$ cat src/rtl/pll_irq_pkg.sv
package pll_irq_pkg;
  localparam int unsigned PLL_CNT = 3;
  localparam int unsigned COND_W  = 2 * PLL_CNT;

  typedef logic [COND_W-1:0] cond_t;

  // Strobes that the control half hands to the register half.
  typedef struct packed {
    cond_t statSet;
    cond_t statClr;
    cond_t enSet;
    cond_t enClr;
  } strobe_t;
endpackage

$ cat src/rtl/pll_lock_sync.sv
module pll_lock_sync #(
  parameter int unsigned WIDTH  = 3,
  parameter int unsigned STAGES = 2
) (
  input  logic             clk,
  input  logic             rstN,
  input  logic [WIDTH-1:0] asyncIn,
  output logic [WIDTH-1:0] syncOut
);
  localparam int unsigned LAST = STAGES - 1;

  for (genvar i = 0; i < WIDTH; i++) begin : gChain
    logic [STAGES-1:0] chainQ;
    always_ff @(posedge clk) begin
      if (!rstN) chainQ <= '0;
      else       chainQ <= {chainQ[STAGES-2:0], asyncIn[i]};
    end
    assign syncOut[i] = chainQ[LAST];
  end
endmodule

$ cat src/rtl/pll_irq_ctrl.sv
module pll_irq_ctrl
  import pll_irq_pkg::*;
(
  input  logic               clk,
  input  logic               rstN,
  input  logic [PLL_CNT-1:0] lockSync,
  input  logic               enSetValid,
  input  cond_t              enSetMask,
  input  logic               enClrValid,
  input  cond_t              enClrMask,
  input  logic               statClrValid,
  input  cond_t              statClrMask,
  output strobe_t            strobes
);
  logic [PLL_CNT-1:0] prevLockQ;
  logic [PLL_CNT-1:0] riseEv;
  logic [PLL_CNT-1:0] fallEv;

  always_ff @(posedge clk) begin
    if (!rstN) prevLockQ <= '0;
    else       prevLockQ <= lockSync;
  end

  assign riseEv = lockSync & ~prevLockQ;
  assign fallEv = ~lockSync & prevLockQ;

  always_comb begin
    strobes.statSet = {fallEv, riseEv};
    strobes.statClr = statClrValid ? statClrMask : '0;
    strobes.enSet   = enSetValid   ? enSetMask   : '0;
    strobes.enClr   = enClrValid   ? enClrMask   : '0;
  end
endmodule

$ cat src/rtl/pll_irq_datapath.sv
module pll_irq_datapath
  import pll_irq_pkg::*;
(
  input  logic    clk,
  input  logic    rstN,
  input  strobe_t strobes,
  output cond_t   statusQ,
  output cond_t   enableQ,
  output logic    irqOut
);
  logic armQ;

  always_ff @(posedge clk) begin
    if (!rstN) begin
      statusQ <= '0;
      enableQ <= '0;
      armQ    <= 1'b0;
    end else begin
      statusQ <= (statusQ & ~strobes.statClr) | strobes.statSet;
      enableQ <= (enableQ | strobes.enSet) & ~strobes.enClr;
      armQ    <= 1'b1;
    end
  end

  assign irqOut = |(statusQ & enableQ);

  AST_STATUS_STICKY: assert property (@(posedge clk) disable iff (!rstN)
    armQ |-> ((~statusQ & $past(statusQ) & ~$past(strobes.statClr)) == '0));
  AST_EVENT_WINS: assert property (@(posedge clk) disable iff (!rstN)
    armQ |-> ((statusQ & $past(strobes.statSet)) == $past(strobes.statSet)));
  AST_ENABLE_SET: assert property (@(posedge clk) disable iff (!rstN)
    armQ |-> ((enableQ & $past(strobes.enSet & ~strobes.enClr)) == $past(strobes.enSet & ~strobes.enClr)));
  AST_ENABLE_CLR: assert property (@(posedge clk) disable iff (!rstN)
    armQ |-> ((enableQ & $past(strobes.enClr)) == '0));
  AST_IRQ_SOURCE: assert property (@(posedge clk) disable iff (!rstN)
    irqOut |-> (statusQ != '0 && enableQ != '0));
endmodule

$ cat src/rtl/pll_lock_irq.sv
module pll_lock_irq
  import pll_irq_pkg::*;
#(
  parameter int unsigned SYNC_STAGES = 2
) (
  input  logic               clk,
  input  logic               rstN,
  input  logic [PLL_CNT-1:0] lockIn,
  input  logic               enSetValid,
  input  logic [COND_W-1:0]  enSetMask,
  input  logic               enClrValid,
  input  logic [COND_W-1:0]  enClrMask,
  input  logic               statClrValid,
  input  logic [COND_W-1:0]  statClrMask,
  output logic [COND_W-1:0]  statusOut,
  output logic [COND_W-1:0]  enableOut,
  output logic [PLL_CNT-1:0] lockNow,
  output logic               irqOut
);
  strobe_t strobes;

  pll_lock_sync #(.WIDTH(PLL_CNT), .STAGES(SYNC_STAGES)) uSync (
    .clk(clk), .rstN(rstN), .asyncIn(lockIn), .syncOut(lockNow)
  );

  pll_irq_ctrl uCtrl (
    .clk(clk), .rstN(rstN), .lockSync(lockNow),
    .enSetValid(enSetValid), .enSetMask(enSetMask),
    .enClrValid(enClrValid), .enClrMask(enClrMask),
    .statClrValid(statClrValid), .statClrMask(statClrMask),
    .strobes(strobes)
  );

  pll_irq_datapath uData (
    .clk(clk), .rstN(rstN), .strobes(strobes),
    .statusQ(statusOut), .enableQ(enableOut), .irqOut(irqOut)
  );
endmodule

$ cat config.mk
export PLATFORM = sky130hd
export DESIGN_NAME = pll_lock_irq
export DESIGN_NICKNAME = d
export VERILOG_FILES = /design/src/rtl/pll_irq_pkg.sv /design/src/rtl/pll_lock_sync.sv /design/src/rtl/pll_irq_ctrl.sv /design/src/rtl/pll_irq_datapath.sv /design/src/rtl/pll_lock_irq.sv
export SDC_FILE = /design/constraint.sdc
export NUM_CORES = 1
export LEC_CHECK = 0
export BUFFER_PORTS_ARGS = -buffer_cell sky130_fd_sc_hd__buf_2
export CAP_MARGIN = 20
export CORE_MARGIN = 1.5
export CORE_UTILIZATION = 38
export DETAILED_ROUTE_END_ITERATION = 16
export GPL_ROUTABILITY_DRIVEN = 0
export HOLD_SLACK_MARGIN = 0.03
export PLACE_DENSITY = 0.72
export SYNTH_ARGS = -nofsm -noshare
export SYNTH_HDL_FRONTEND = slang
export SYNTH_SLANG_ARGS = --single-unit
$ cat constraint.sdc
create_clock -name clk -period 0.85 [get_ports clk]
set_clock_uncertainty 0.2 [all_clocks]
set_input_delay 0.0425 -clock clk [delete_from_list [all_inputs] [get_ports clk]]
set_output_delay 0.0425 -clock clk [all_outputs]
set_load 0.005 [all_outputs]
## Word-level counts from Yosys, hierarchy flattened

Cells that the tools add are included.

- Multiplexer cells: 3
- Bitwise logic cells: 11
- Reductions and logical operators: 1

Operators by type and width:

| cell | number |
|---|---|
| bitwise AND 6 bit | 3 |
| 2-to-1 mux 6 bit | 3 |
| NOT 6 bit | 2 |
| bitwise OR 6 bit | 2 |
| bitwise AND 3 bit | 2 |
| NOT 3 bit | 2 |
| OR reduction 6 bit | 1 |

- Flip-flop bits (word level): 21
- Bits of input ports: 26
- Output and inout port bits: 16
- Logic and storage cells: 21

## Logic depth before layout (Yosys ltp)

- Depth in word-level cells: 4
- Gate-level depth with buffers: 3
- Depth with buffers taken out: 2

## Modules after synthesis

Synthesis repeated with hierarchy kept, for this count alone.

- Cells, all modules: 86
- Area total of the unflattened synthesis: 858.3 um^2

By module, submodules not included:

| module | instances | cells an instance | area an instance (um^2) | seq. area each (um^2) |
|---|---|---|---|---|
| pll_irq_datapath | 1 | 41 | 449.2 | 240.2 |
| pll_irq_ctrl | 1 | 30 | 229.0 | 60.1 |
| pll_lock_sync | 1 | 15 | 180.2 | 120.1 |

## Worst setup path after synthesis

Ideal clock, no wire load.

- Kind: register to register
- Start point: register uData.statusQ[1]
- End point: register uData.statusQ[1]
- Library setup time: 0.070 ns
- Arrival: 0.658 ns
- Data required time: 0.580 ns
- Slack: -0.078 ns
- Stages on the path, launching flop included: 3
- Buffers on the path: 0
- Clock period less this slack: 0.928 ns
- Path through: dfxtp_1 -> a21bo_2 -> a21oi_1

- Cells in the longest elaborated chain, start to end: 2

RTL lines:

| element | RTL line | text |
|---|---|---|
| start: declaration | pll_irq_datapath.sv:7 | `output cond_t statusQ,` |
| start signal: assignment | pll_irq_datapath.sv:19 | `statusQ <= (statusQ & ~strobes.statClr) \| strobes.statSet;` |
| bitwise AND 6 bit | pll_irq_datapath.sv:19 |  |
| bitwise OR 6 bit | pll_irq_datapath.sv:19 |  |

No other way between the ends.
A chain may end at the register's enable or synchronous reset.

## Worst setup path after layout

- Start point: register uData.statusQ[2]
- End point: output port irqOut

- Cells in the longest elaborated chain, start to end: 2

RTL lines:

| element | RTL line | text |
|---|---|---|
| bitwise AND 6 bit | pll_irq_datapath.sv:25 | `assign irqOut = \|(statusQ & enableQ);` |
| OR reduction 6 bit | pll_irq_datapath.sv:25 |  |
| end: declaration | pll_lock_irq.sv:18 | `output logic irqOut` |

No other way between the ends.

==> results.toml <==
[outcome]
status = "complete, but fails checks"
failed_checks = "negative hold slack, negative setup slack"

[grt]
grt_max_degree = 13
grt_usage_pct = 11.8
grt_pass1_vias = 487
gr-total-overflow = 0
antenna_found_initial = 0
grt_pass1_wl_um = 1890

[hold_path]
hp-class = "in2reg"

[detailed_routing]
wl_met2_um = 874
met1_length_um = 704
vias_per_cell = 4.60
drcViolationCount = 0
drt_iter0_drc = 4
top_layer_used = "met3"
ant_nets = 0
wl_um = 1670
vias = 681
drtPass1Iterations = 2
route.met3.wl_um = 86
wl_per_cell_um = 11.3

[critical_path]
cp-end-kind = "primary output"
crit_chain = "a22oi_2, nand3_1, buf_2"
arrival_ns = 1.03
slowest_delay_ns = 0.34
crit_slowest_cell = "dfxtp_2"
crit_type = "reg2out"
cp-start-kind = "flop"
cp_max_fo = 2
crit_required_ns = 0.61

[sta]
setup_viol = 31
timing.hold.ws_ns = -0.289
slew_viol_final = 0
fin_ws_ns = -0.424
max_freq_mhz = 785
rsz0062_at_grt = "yes"
tightestPinTransition_ns = 0.301
hold_viol_final = 21
min_period_over_period_pct = 150
layout_min_cycle_time_ns = 1.27
relSlewSlack_pct = 79.9

[synth]
ys.warnings.count = 0
avgSynthCellArea_um2 = 11.2
synthesis.nets = 95
seq_area_frac_synth_pct = 54.2
ys_seq_elements = 21
synth_cell_types = 12
synth_cells = 69
synth_area_um2 = 776

[pwr]
power_density_nw_per_um2 = 1420
power_switching_mw = 0.408
swShare_pct = 22.8
p_int_mw = 1.38
pwr-share-clk_pct = 25.1
vdd_ir_drop_max_mv = 1.10
power_frac_seq_pct = 59.3
leakagePower_nw = 0.551
pwr-share-comb_pct = 15.6

[final_layout]
final_common_cell = "buf_2"
nets = 148
antenna_cells = 0
area_growth_pct = 62.4
mostFrequentLayoutCells = "35 x buf_2, 13 x dfxtp_2, 10 x a21oi_2, 10 x buf_6, 8 x and2_2"
layout-drive-gt1-share_pct = 83.5
stdcell_area_um2 = 1260

[floorplanning]
rows = 16
start_util_pct = 39.9
die-area_um2 = 2320
core_area_um2 = 1940
die_x_um = 48.2
ios = 42
fp.dieH_um = 48.2

[clocking]
path_clk_slew_ns = 0.11
cts_tree = "yes"
insertion_delay_ns = 0.29
clk_path_buf_depth = 2
htreeDepth = 1
cts_made_buffers = 3
cts_sinks = 21
cts_root_buf = "clkbuf_4"

[placed_design]
pre_cts_ws_ns = -0.133
placed_area_um2 = 1010
port_buffers = 41

[run]
maxCapViolCount = 0
[registers in the layout, summed over array words and instances (netlist names)]
name and count:
uCtrl.prevLockQ 3, uData.statusQ 6, uSync.gChain.chainQ 6, uData.enableQ 6
[layout make-up]
cell class                      count  area, um2
Fill cell                         153        682
Inverter                            1       3.75
Multi-Input combinational cell     43        392
Tap cell                           27       33.8
Timing Repair Buffer               52        360
Clock buffer                        4       26.3
Sequential cell                    21        444
[what timing repair did]
action,4_1_cts,5_1_grt
gates resized for setup,18,20
endpoints found under the setup margin,27,27
buffers inserted,1,6
hold endpoints to repair,21,21
pin swaps,3,3
[Yosys cell counts]
library cell,count,area share [%]
a21bo_2,6,7.7
buf_6,1,1.5
a22oi_1,3,2.9
dfxtp_1,21,54
a211oi_1,2,1.9
and2_2,9,8.7
nand3_1,1,0.64
nand2b_1,6,4.8
buf_4,3,2.9
a21oi_1,12,7.7
inv_2,1,0.48
a211oi_2,4,6.5
[per-layer routing]
layer	global-route usage (%)	up-vias
met4	6.49	0
met5	0	-
met1	12.2	306
met2	22.1	29
met3	2.22	0
li1	-	346
[worst max-delay path, delay by kind of cell (launching register included)]
kind | cells | cell delay, ns
AND/OR/NAND/NOR | 1 | 0.09
buffers and inverters | 1 | 0.13
AO/OA/AOI/OAI | 1 | 0.18
flip-flops | 1 | 0.34
[power by group through the flow]
stage | clock network, mW | registers, mW | logic [mW]
floorplan | 0 | 1.08 | 0.0865
global placement | 0 | 1.08 | 0.200
detailed placement | 0 | 1.08 | 0.203
CTS | 0.471 | 1.06 | 0.221
global route | 0.518 | 1.07 | 0.308
finish | 0.450 | 1.06 | 0.280
[stage by stage]
| stage | utilization (%) | setup TNS, ns | instances | total power, mW |
|---|---|---|---|---|
| after floorplan | - | -0.260 | 69 | 1.16 |
| after global placement | 51.9 | -0.415 | 134 | 1.28 |
| after detailed placement | 51.9 | -0.542 | 134 | 1.28 |
| after CTS | 55.9 | -3.40 | 139 | 1.75 |
| after global routing | 64.9 | -5.08 | 148 | 1.89 |
| final | 64.9 | -3.98 | 148 | 1.79 |
[worst paths after layout]
kind	from	end	slack, ns	cells after the start
worst min-delay path	enClrMask[1]	uData.enableQ[1]$_SDFF_PN0_	-0.29	2
worst min register to register	uSync.gChain[1].chainQ[0]$_SDFF_PN0_	uSync.gChain[1].chainQ[1]$_SDFF_PN0_	0.26	1
worst max-delay path	uData.statusQ[2]$_SDFF_PN0_	irqOut	-0.42	3
worst max register to register	uData.statusQ[2]$_SDFF_PN0_	uData.statusQ[2]$_SDFF_PN0_	-0.19	3
[kinds of logic after synthesis]
logic type	Yosys count	synth area share [%]
and+or+nand+nor	16	14.2
buffers and inverters	5	4.84
DFF	21	54.2
AOI/OAI and AO/OA	27	26.8
No activity file was read; power rests on OpenSTA's default activity.
